===== src/rtl/usr_pkg.sv =====
package usr_pkg;

    typedef enum logic [1:0] {
        OP_KEEP = 2'b00,
        OP_UP   = 2'b01,
        OP_DN   = 2'b10,
        OP_LOAD = 2'b11
    } op_e;

endpackage


===== src/rtl/usr_mode_dec.sv =====
module usr_mode_dec
    import usr_pkg::*;
(
    input  logic [1:0] mode_sel,
    output op_e        op,
    output logic       load_sel
);

    always_comb begin
        unique case (mode_sel)
            2'b00:   op = OP_KEEP;
            2'b01:   op = OP_UP;
            2'b10:   op = OP_DN;
            default: op = OP_LOAD;
        endcase
    end

    always_comb begin
        load_sel = (op == OP_LOAD);
    end

endmodule


===== src/rtl/usr_bit_cell.sv =====
module usr_bit_cell
    import usr_pkg::*;
(
    input  logic clk,
    input  logic clr_n,
    input  op_e  op,
    input  logic from_below,
    input  logic from_above,
    input  logic bus_bit,
    output logic q
);

    logic q_nxt;

    always_comb begin
        unique case (op)
            OP_KEEP: q_nxt = q;
            OP_UP:   q_nxt = from_below;
            OP_DN:   q_nxt = from_above;
            OP_LOAD: q_nxt = bus_bit;
            default: q_nxt = q;
        endcase
    end

    always_ff @(posedge clk or negedge clr_n) begin
        if (!clr_n) q <= 1'b0;
        else        q <= q_nxt;
    end

endmodule


===== src/rtl/usr_bus_drv.sv =====
module usr_bus_drv #(
    parameter int WIDTH = 8
) (
    input  logic [WIDTH-1:0] q,
    input  logic             en_a_n,
    input  logic             en_b_n,
    input  logic             load_sel,
    output logic             bus_oe,
    output logic [WIDTH-1:0] bus_out
);

    always_comb begin
        bus_oe  = !en_a_n && !en_b_n && !load_sel;
        bus_out = bus_oe ? q : '0;
    end

endmodule


===== src/rtl/ushift_bus_reg.sv =====
module ushift_bus_reg
    import usr_pkg::*;
#(
    parameter int WIDTH = 8
) (
    input  logic             clk,
    input  logic             clr_n,
    input  logic [1:0]       mode_sel,
    input  logic             ser_up_in,
    input  logic             ser_dn_in,
    input  logic             en_a_n,
    input  logic             en_b_n,
    input  logic [WIDTH-1:0] bus_in,
    output logic [WIDTH-1:0] bus_out,
    output logic             bus_oe,
    output logic             tail_lo,
    output logic             tail_hi
);

    localparam int TOP = WIDTH - 1;

    op_e              op;
    logic             load_sel;
    logic [WIDTH-1:0] q;

    usr_mode_dec u_dec (
        .mode_sel (mode_sel),
        .op       (op),
        .load_sel (load_sel)
    );

    for (genvar i = 0; i < WIDTH; i++) begin : g_cell
        logic below_b;
        logic above_b;
        if (i == 0) begin : g_lo_end
            assign below_b = ser_up_in;
        end else begin : g_lo_mid
            assign below_b = q[i-1];
        end
        if (i == TOP) begin : g_hi_end
            assign above_b = ser_dn_in;
        end else begin : g_hi_mid
            assign above_b = q[i+1];
        end
        usr_bit_cell u_cell (
            .clk        (clk),
            .clr_n      (clr_n),
            .op         (op),
            .from_below (below_b),
            .from_above (above_b),
            .bus_bit    (bus_in[i]),
            .q          (q[i])
        );
    end

    usr_bus_drv #(.WIDTH(WIDTH)) u_drv (
        .q        (q),
        .en_a_n   (en_a_n),
        .en_b_n   (en_b_n),
        .load_sel (load_sel),
        .bus_oe   (bus_oe),
        .bus_out  (bus_out)
    );

    assign tail_lo = q[0];
    assign tail_hi = q[TOP];

endmodule


===== config.mk =====
export PLATFORM = sky130hd
export DESIGN_NAME = ushift_bus_reg
export DESIGN_NICKNAME = d
export VERILOG_FILES = /design/src/rtl/usr_pkg.sv /design/src/rtl/usr_mode_dec.sv /design/src/rtl/usr_bit_cell.sv /design/src/rtl/usr_bus_drv.sv /design/src/rtl/ushift_bus_reg.sv
export SDC_FILE = /design/constraint.sdc
export NUM_CORES = 1
export LEC_CHECK = 0
export ABC_AREA = 1
export BUFFER_PORTS_ARGS = -buffer_cell sky130_fd_sc_hd__buf_2
export CAP_MARGIN = 20
export CORE_MARGIN = 1.5
export CORE_UTILIZATION = 42
export CTS_BUF_LIST = sky130_fd_sc_hd__clkbuf_8
export CTS_CLUSTER_DIAMETER = 50
export DETAILED_ROUTE_END_ITERATION = 16
export PLACE_DENSITY = 0.76
export SYNTH_ARGS = -nofsm -noshare
export SYNTH_HDL_FRONTEND = slang
export SYNTH_SLANG_ARGS = --single-unit

===== constraint.sdc =====
create_clock -name clk -period 0.83 [get_ports clk]
set_clock_uncertainty 0.15 [all_clocks]
set_input_delay 0 -clock clk [delete_from_list [all_inputs] [get_ports clk]]
set_output_delay 0 -clock clk [all_outputs]
set_load 0.02 [all_outputs]

==> Yosys cells after proc, flatten, opt, wreduce, memory -nomap -nowiden <==
Index checks and enable logic that the tools add are counted.
{ "classes": {"muxes": 10, "n_eq_ne": 5, "reduce_logical": 7} }
{ "op_table": {"columns": ["cell", "count"], "rows": [
  ["case mux 1 bit (3 select lines)", 8],
  ["2-to-1 mux 8 bit", 1],
  ["equality test 2 bit, second input constant", 3],
  ["case mux 2 bit (3 select lines)", 1],
  ["equality test 2 x 1 -> 1 bit, second input constant", 2],
  ["logical NOT 2 bit", 2],
  ["logical NOT 1 bit", 3],
  ["logical AND 1 bit", 2]
]} }
{ "word_totals": {"ff_bits": 8, "elab_cells": 30, "inputBits": 16, "out_inout_bits": 11} }

==> Depth between registers and ports, before layout <==
Gate-level depths: netlist (run 1).
{ "logic_depth": {"word_depth": 6, "mapped_depth": 6, "mapped_depth_nobuf": 5} }

==> Modules after synthesis <==
Synthesis (run 1) repeated with hierarchy kept, for this count alone.
{ "unflattened": {"cells_unflattened": 136, "area_unflattened_um2": 703.2} }
{ "modules_own_cells": {"columns": ["mod", "n_inst", "cells_per_inst", "seq_area_each_um2", "area_per_inst_um2"], "rows": [
  ["usr_bit_cell", 8, 14, 25.0, 76.3],
  ["usr_bus_drv", 1, 20, 0.0, 77.6],
  ["usr_mode_dec", 1, 4, 0.0, 15.0]
]} }

==> Worst setup path after synthesis (run 1) <==
OpenSTA, ideal clock, no wires.
{ "synth_timing": {"path_type": "register to register", "start": "reg g_cell[7].u_cell.q", "end": "reg g_cell[6].u_cell.q", "stages_incl_launch_ff": 5, "path_buffers": 0, "arrival_time_ns": 0.709, "required_ns": 0.564, "setup_ns": 0.116, "path_slack_ns": -0.145, "synth_period_minus_slack_ns": 0.975, "path_cell_list": "dfrtp_1 nand3_1 nand3_1 nand2_1 nand2_1"} }
{ "synth_via": {"elab_chain_cells": 1} }
{ "synth_lines": {"columns": ["item", "line", "source"], "rows": [
  ["start: declaration", "usr_bit_cell.sv:10", "output logic q"],
  ["start signal: assignment", "usr_bit_cell.sv:27", "else q <= q_nxt;"],
  ["case mux 1 bit (3 select lines)", "usr_bit_cell.sv:16", "unique case (op)"],
  ["end signal: assignment", "usr_bit_cell.sv:27", null],
  ["end: declaration", "usr_bit_cell.sv:10", null]
]} }
Every way passes these cells.
A chain may end at the register's enable or synchronous reset.

==> Worst setup path in the final report (run 1) <==
{ "layout_timing": {"start": "reg g_cell[2].u_cell.q", "end": "reg g_cell[3].u_cell.q"} }
{ "layout_via": {"elab_chain_cells": 1} }
{ "layout_lines": {"columns": ["item", "line"], "rows": [
  ["start: declaration", "usr_bit_cell.sv:10"],
  ["start signal: assignment", "usr_bit_cell.sv:27"],
  ["case mux 1 bit (3 select lines)", "usr_bit_cell.sv:16"],
  ["end signal: assignment", "usr_bit_cell.sv:27"],
  ["end: declaration", "usr_bit_cell.sv:10"]
]} }
Every way passes these cells.

==> results.md, run 1 <==
* Syn avg cell area at 6.27 um^2
* Final Hold Viols at 8
* Post-synth top flop: dfrtp_1
* Post-synth top area share at approximately a third
* Die Wd at between 40 and 50 um
* Final setup vio count at 18
* Min setup slack post-route at -0.253 ns
* Failing checks: hold timing, setup timing
* Fin crit share at 130%
* GR Util All Layers at 26.1%
* Post-DP HPWL at 1150 um
* H-tree depth at 1
* Pwr Density at 1480 mW/mm^2
* Warnings, synthesis at 0
* WHS at -0.0725 ns
* RSZ-0062 raised after global routing: true
* Nets at 154
* Core area at around 0.0013 mm^2
* Total CTS buffers at 3
* Vias per cell at ~5.4
* Gr busiest metal: met2
* Arrival @ worst endpoint at between 1 and 1.5 ns
* Sequential cell area fraction in the yosys report at about a third
* Post-Syn Nets at 109
* Yosys reg bits at 8
* Largest net degree at the start of global routing at 10
* Worst hold path type: input pin to flop
* Rows at 13
* First-pass GRT wire length at 2680 um
* Met1 Use GR at about 29%
* Met2 Track Usage GR at between 40% and 50%
* WL/cell at 15.7 um
* Relative slew slack at a little over 70%
* CP required at approximately 0.8 ns
* Synth Instances at between 90 and 100
* Yosys top cell by area: dfrtp_1
* Status: complete, but fails checks
* Hold_buf cts at 1
* Post-synth EDFFs at 0
* Largest register FFs at 8
* WL final at between 2000 and 2500 um
* Vias in the first global route at a little over 600
* Grt ovf at 0
* Largest cells by area after synthesis: dfrtp_1, nand2_1, nand3_1
* 1st-iter DRT viols at 36
* Final max-slew violation count at 0
* Post-Syn Area at roughly 580 um^2
* Startpoint types: flop
* Worst slew pin tran at between 0.4 and 0.5 ns
* M3 GR Usage at roughly 5%
* Clock buffer depth at 2
* Final Critical Period at ~1.1 ns
* Regs by FF count: g_cell.u_cell.q x8
* Leading cell type by number of instances after synthesis: nand2_1
* Clk_lat worst skew at 0.24 ns
* Gpl congestion at about 0.87
* Critical path type: flop to flop
* Ys async rst share at between 90% and 100%
* Die area at 0.00162 mm^2
* Remaining DRCs at 0
* DP Cell Count at 140
* Peak supply drop at around 1.3 mV
* LEAKAGE at just over 0.6 nW
* Port Buffers at 26
* FMAX at 924 MHz
* CP max FO at 3
* Die height at between 40 and 50 um
* Root Buffer: clkbuf_8
* Clock slew at reported path FFs at approximately 0.050 ns
* Initial core utilization at ~45%
* Largest Register: g_cell.u_cell.q
* Synth cell types at 10
* Area growth syn-to-layout at 97.2%
* Tot Pwr at 1.70 mW
* TritonRoute pass-1 iters at 6
* Share of cells above drive strength 1 at about three fifths
* Layout Cells excl Fill at around 150
* IO Pins at 27
* Crit path capture type: flop
* Clock sink count at 8
* Antenna Cells at 0
* Max-cap violation count at 0
* Via count at 812
* CTS tree: done
* Top post-synthesis cells by count: nand2_1, nand3_1, inv_1, nor2_1, dfrtp_1
* Initial antenna violation count at 0
* Routed Antenna Nets at 0
stage by stage:
| stage | utilization, % | hold slack, ns | setup WS (ns) | TNS [ns] | instance area [um^2] |
|---|---|---|---|---|---|
| 2_1_floorplan | - | -0.446 | -0.106 | -0.406 | 621 |
| 3_3_place_gp | 62.7 | -0.293 | -0.0895 | -0.811 | 816 |
| 3_5_place_dp | 62.7 | -0.291 | -0.103 | -0.977 | 816 |
| 4_1_cts | 79.2 | -0.0823 | -0.198 | -3.07 | 1030 |
| 5_1_grt | 88.4 | -0.0431 | -0.266 | -4.05 | 1150 |
| 6_report | 88.4 | -0.0725 | -0.253 | -3.45 | 1150 |
layout by cell type (no fill, tap or decap):
master	instances
a21oi_1	1
a21oi_2	1
buf_12	1
buf_2	13
buf_4	10
buf_6	17
clkbuf_16	1
clkbuf_8	3
dfrtp_1	6
dfrtp_2	2
dlygate4sd3_1	1
inv_1	10
inv_2	5
nand2_1	22
nand2_2	4
nand2_4	3
nand3_1	8
nand3_2	11
nand3_4	2
nor2_1	4
nor2_2	7
nor2_4	4
report_power, final:
group / switching (mW) / internal [mW]
Sequential: 0.0537 / 0.452
Combinational: 0.370 / 0.332
Clock: 0.177 / 0.316
Total: 0.600 / 1.10
final cells by class:
| type | count | area [um^2] |
|---|---|---|
| Clock buffer | 3 | 41.3 |
| Fill cell | 73 | 151 |
| Inverter | 15 | 56.3 |
| Multi-Input combinational cell | 67 | 444 |
| Sequential cell | 8 | 203 |
| Tap cell | 15 | 18.8 |
| Timing Repair Buffer | 43 | 387 |
metal layers:
layer | up-vias | share of wire (%)
met2 | 59 | 51
met5 | - | 0
li1 | 372 | -
met1 | 365 | 36
met4 | 0 | 3.7
met3 | 16 | 8.8
cells by family (layout without fill, tap and decap cells):
family / count (synthesis) / in the layout / share of synthesized area, %
buffers and inverters: 18 / 61 / 15.4
flip-flops: 8 / 8 / 34.3
AND/OR/NAND/NOR: 65 / 65 / 48.5
AO/OA/AOI/OAI: 2 / 2 / 1.72
path summary, 6_finish.rpt:
check | slack [ns] | cells past startpoint | to | startpoint
setup / recovery | -0.25 | 5 | g_cell[3].u_cell.q | g_cell[2].u_cell.q
hold / removal | -0.07 | 5 | g_cell[0].u_cell.q | ser_up_in
setup reg to reg | -0.25 | 5 | g_cell[3].u_cell.q | g_cell[2].u_cell.q
hold reg to reg | 0.39 | 2 | g_cell[0].u_cell.q | g_cell[0].u_cell.q
max in group asynchronous | 0.33 | 2 | g_cell[7].u_cell.q | clr_n
min in group asynchronous | 0 | 2 | g_cell[3].u_cell.q | clr_n
worst max-delay path, cell delays in order (launching register included):
cell,delay [ns]
dfrtp_1,0.39
buf_6,0.13
nand2_1,0.07
nand3_2,0.08
nand2_1,0.08
nand2_1,0.07
repair_timing:
item,in CTS,in global routing
setup endpoints to repair,19,19
hold endpoints to repair,16,2
resized for setup,36,26
gates cloned,0,1
pin swaps,19,15
buffers inserted,6,0
Note: power is estimated with default switching activity, not from simulation.
==> run 2: changes to the inputs <==
--- a/config.mk
+++ b/config.mk
@@ -6,14 +6,15 @@
 export NUM_CORES = 1
 export LEC_CHECK = 0
 export ABC_AREA = 1
-export BUFFER_PORTS_ARGS = -buffer_cell sky130_fd_sc_hd__buf_2
 export CAP_MARGIN = 20
-export CORE_MARGIN = 1.5
-export CORE_UTILIZATION = 42
+export CORE_AREA = 2 2 39 41
 export CTS_BUF_LIST = sky130_fd_sc_hd__clkbuf_8
 export CTS_CLUSTER_DIAMETER = 50
 export DETAILED_ROUTE_END_ITERATION = 16
-export PLACE_DENSITY = 0.76
+export DIE_AREA = 0 0 41 43
+export DONT_BUFFER_PORTS = 1
+export PLACE_DENSITY = 0.71
 export SYNTH_ARGS = -nofsm -noshare
 export SYNTH_HDL_FRONTEND = slang
+export SYNTH_HIERARCHICAL = 1
 export SYNTH_SLANG_ARGS = --single-unit
==> results.md, run 2 <==
* Top post-synthesis cells by count: nand2_1, inv_1, inv_2, nand3_1, nor2_1
* Root Buffer: clkbuf_8
* Remaining DRCs at 0 (unchanged)
* Hold path start: mode_sel[1]
* Post-Syn Nets at 152 (+39%)
* Routed Antenna Nets at 0 (unchanged)
* Pwr Density at 1520 mW/mm^2 (+3.0%)
* Post-Syn Area at 703 um^2 (+21%)
* IO Pins at 27 (unchanged)
* Core area at 0.00138 mm^2 (+6.3%)
* Largest cells by area after synthesis: dfrtp_1, nand2_1, inv_1
* TritonRoute pass-1 iters at 4 (-2)
* Dpl ws at -0.0804 ns (+0.0223 ns)
* Peak supply drop at 1.21 mV (-9.4%)
* LEAKAGE at 0.643 nW (+4.7%)
* Arrival @ worst endpoint at 0.99 ns (-0.06 ns)
* Share of cells above drive strength 1 at 41.2% (-21 points)
* Startpoint types: flop
* Critical path type: flop to flop
* Vias in the first global route at 651 (+4.5%)
* GR Util All Layers at 20.1% (-6.0 points)
* Post-DP HPWL at 1010 um (-12%)
* Warnings, synthesis at 6 (+6)
* Layout Cells excl Fill at 169 (+12%)
* Initial core utilization at 50.8% (+6.0 points)
* Die Wd at 41 um (+1.8%)
* Die area at 0.00176 mm^2 (+8.8%)
* Logic gate share of total power at 36.3% (-5.0 points)
* Vias per cell at 4.52 (-16%)
* Fin crit share at 123% (-7.6 points)
* Final Hold Viols at 16 (+8)
* Hold_buf cts at 3 (+2)
* Crit Reg-Reg Endpoint: g_cell[5].u_cell/q
* Clk_lat worst skew at 0.24 ns (about the same)
* Post-synth top area share at 28.5% (-5.9 points)
* Top cell by count, worst path: nand2_1
* Post-synth top flop: dfrtp_1
* Grt ovf at 0 (unchanged)
* Final Critical Period at 1.02 ns (-0.0627 ns)
* Worst r2r path cells at 5 (unchanged)
* Nets at 170 (+10%)
* Yosys reg bits at 8 (unchanged)
* Post-synth EDFFs at 0 (unchanged)
* Commonest non-fill, non-tap cell in the layout: nand2_1
* Area growth syn-to-layout at 47.3%
* Hold-critical path depth at 2 (-3)
* Min setup slack post-route at -0.190 ns (+0.0627 ns)
* RSZ-0062 raised after global routing: true
* Port Buffers at 0 (-100%)
* Failing checks: hold timing, setup timing
* Reg2reg start: g_cell[5].u_cell/q
* Yosys top cell by area: dfrtp_1
* 1st-iter DRT viols at 10 (-72%)
* Synth cell types at 9 (-1)
* Synth Instances at 136 (+46%)
* Crit path largest cell delay at 0.39 ns (about the same)
* Clock network power share at 32.1% (+3.1 points)
* FMAX at 980 MHz (+6.2%)
* Internal power at 1.03 mW (-6.4%)
* CTS tree: done
* Final setup vio count at 18 (unchanged)
* Antenna Cells at 0 (unchanged)
* Max-cap violation count at 0 (unchanged)
* Largest net degree at the start of global routing at 26 (+16)
* Clock slew at reported path FFs at 0.04 ns (about the same)
* First-pass GRT wire length at 2480 um (-7.5%)
* Multi-input gate area at 379 um^2 (-15%)
* Psw at 0.549 mW (-8.6%)
* Ys async rst share at 100% (unchanged)
* Crit path capture type: flop
* WL final at 1730 um (-27%)
* CP required at 0.80 ns (about the same)
* Status: complete, but fails checks
* H-tree depth at 1 (unchanged)
* Largest register FFs at 8 (unchanged)
* Worst slew pin tran at 0.407 ns (-0.0182 ns)
* Largest Register: g_cell.u_cell/q
* Worst hold path type: input pin to flop
* Sw frac at 34.8% (-0.54 points)
* Sequential cell area fraction in the yosys report at 28.5% (-5.9 points)
* WL/cell at 10.3 um (-35%)
* DP Cell Count at 152 (+8.6%)
* CP max FO at 3 (unchanged)
* Worst-path cell chain: buf_4 > inv_2 > nand2_1 > nand3_1 > nand2_1
* Gpl congestion at 0.714 (-18%)
* Clock buffer depth at 2 (unchanged)
* Commonest cells after routing, fill and taps aside: nand2_1, inv_1, inv_2
* Utilization after layout at 74.9% (-14 points)
* Sequential cell area at 203 um^2 (unchanged)
* CP max stage cell: dfrtp_1
* Via count at 764 (-5.9%)
* Relative slew slack at 72.8% (+1.2 points)
* Rows at 14 (+1)
* Total CTS buffers at 3 (unchanged)
* Die height at 43 um (+6.8%)
* Hold Path End: g_cell[2].u_cell/q
* Final max-slew violation count at 0 (unchanged)
* Layout fillers at 101 (+38%)
* Syn avg cell area at 5.17 um^2 (-18%)
* Regs by FF count: g_cell.u_cell/q x8
* Leading cell type by number of instances after synthesis: nand2_1
* Clock sink count at 8 (unchanged)
* WHS at -0.269 ns (-0.196 ns)
* Sequential power share at 31.5% (+1.8 points)
* R2R Setup Slk at -0.19 ns (+0.06 ns)
* Initial antenna violation count at 0 (unchanged)
==> run 2: cell count changes after synthesis, sizes merged <==
cell    previous run  this run
clkinv             0         8
a21oi              2         0
inv               15        51
clkbuf             0         2
nand3             21        16
nor2              15         9
nand2             29        42
buf                3         0
==> run 2: worst max path at each step <==
stage                                   from                 end  cells past startpoint
after floorplan           g_cell[0].u_cell/q  g_cell[1].u_cell/q                      4
after global placement    g_cell[2].u_cell/q  g_cell[2].u_cell/q                      4
after detailed placement  g_cell[5].u_cell/q  g_cell[5].u_cell/q                      4
after CTS                 g_cell[0].u_cell/q          bus_out[0]                      2
after global routing      g_cell[0].u_cell/q  g_cell[0].u_cell/q                      5
final                     g_cell[5].u_cell/q  g_cell[5].u_cell/q                      5
==> run 2: critical path: cells and delay by family, from the launching register on <==
| family | cells | cell delay [ns] |
|---|---|---|
| AND/OR/NAND/NOR | 3 | 0.18 |
| flip-flops | 1 | 0.39 |
| buffers and inverters | 2 | 0.18 |
==> run 2: metal layers <==
layer  global-route usage (%)  share of wire, %  wire [um]
met4                     7.33               1.0         18
met2                     31.3                53        916
met1                     24.6                41        713
met3                     6.81               4.9         85
met5                        0                 0          0
==> run 2: cell families (layout without fill, tap and decap cells) <==
| logic type | Yosys count | in the layout | synth area share (%) |
|---|---|---|---|
| flops | 8 | 8 | 28.5 |
| simple gates | 67 | 67 | 39.0 |
| buf+inv | 61 | 78 | 32.6 |
==> run 2: timing repair <==
item	in CTS	in global routing
resized for setup	19	21
hold endpoints to repair	16	8
setup endpoints to repair	18	19
setup buffers	10	0
pin swaps	11	11
==> run 2: final cells by class <==
type / count / share of cell area (%)
Multi-Input combinational cell: 67 / 36.6
Clock inverter: 1 / 0.362
Inverter: 59 / 22.0
Clock buffer: 3 / 3.99
Tap cell: 16 / 1.93
Sequential cell: 8 / 19.6
Timing Repair Buffer: 15 / 15.6
==> run 2: power by group through the flow <==
stage | Clock, mW | Sequential, mW | Combinational (mW)
2_1_floorplan | 0 | 0.518 | 0.275
3_3_place_gp | 0 | 0.511 | 0.311
3_5_place_dp | 0 | 0.514 | 0.318
4_1_cts | 0.493 | 0.488 | 0.510
5_1_grt | 0.523 | 0.504 | 0.633
6_report | 0.507 | 0.498 | 0.573
==> run 2: through the flow <==
step           setup TNS [ns]  area [um^2]  total power [mW]  hold slack [ns]
6_report                -2.79         1040              1.58           -0.269
5_1_grt                 -3.36         1040              1.66           -0.254
4_1_cts                 -2.50          968              1.49           -0.232
3_5_place_dp           -0.647          764             0.832           -0.445
2_1_floorplan          -0.441          738             0.793           -0.446
3_3_place_gp           -0.468          764             0.822           -0.445
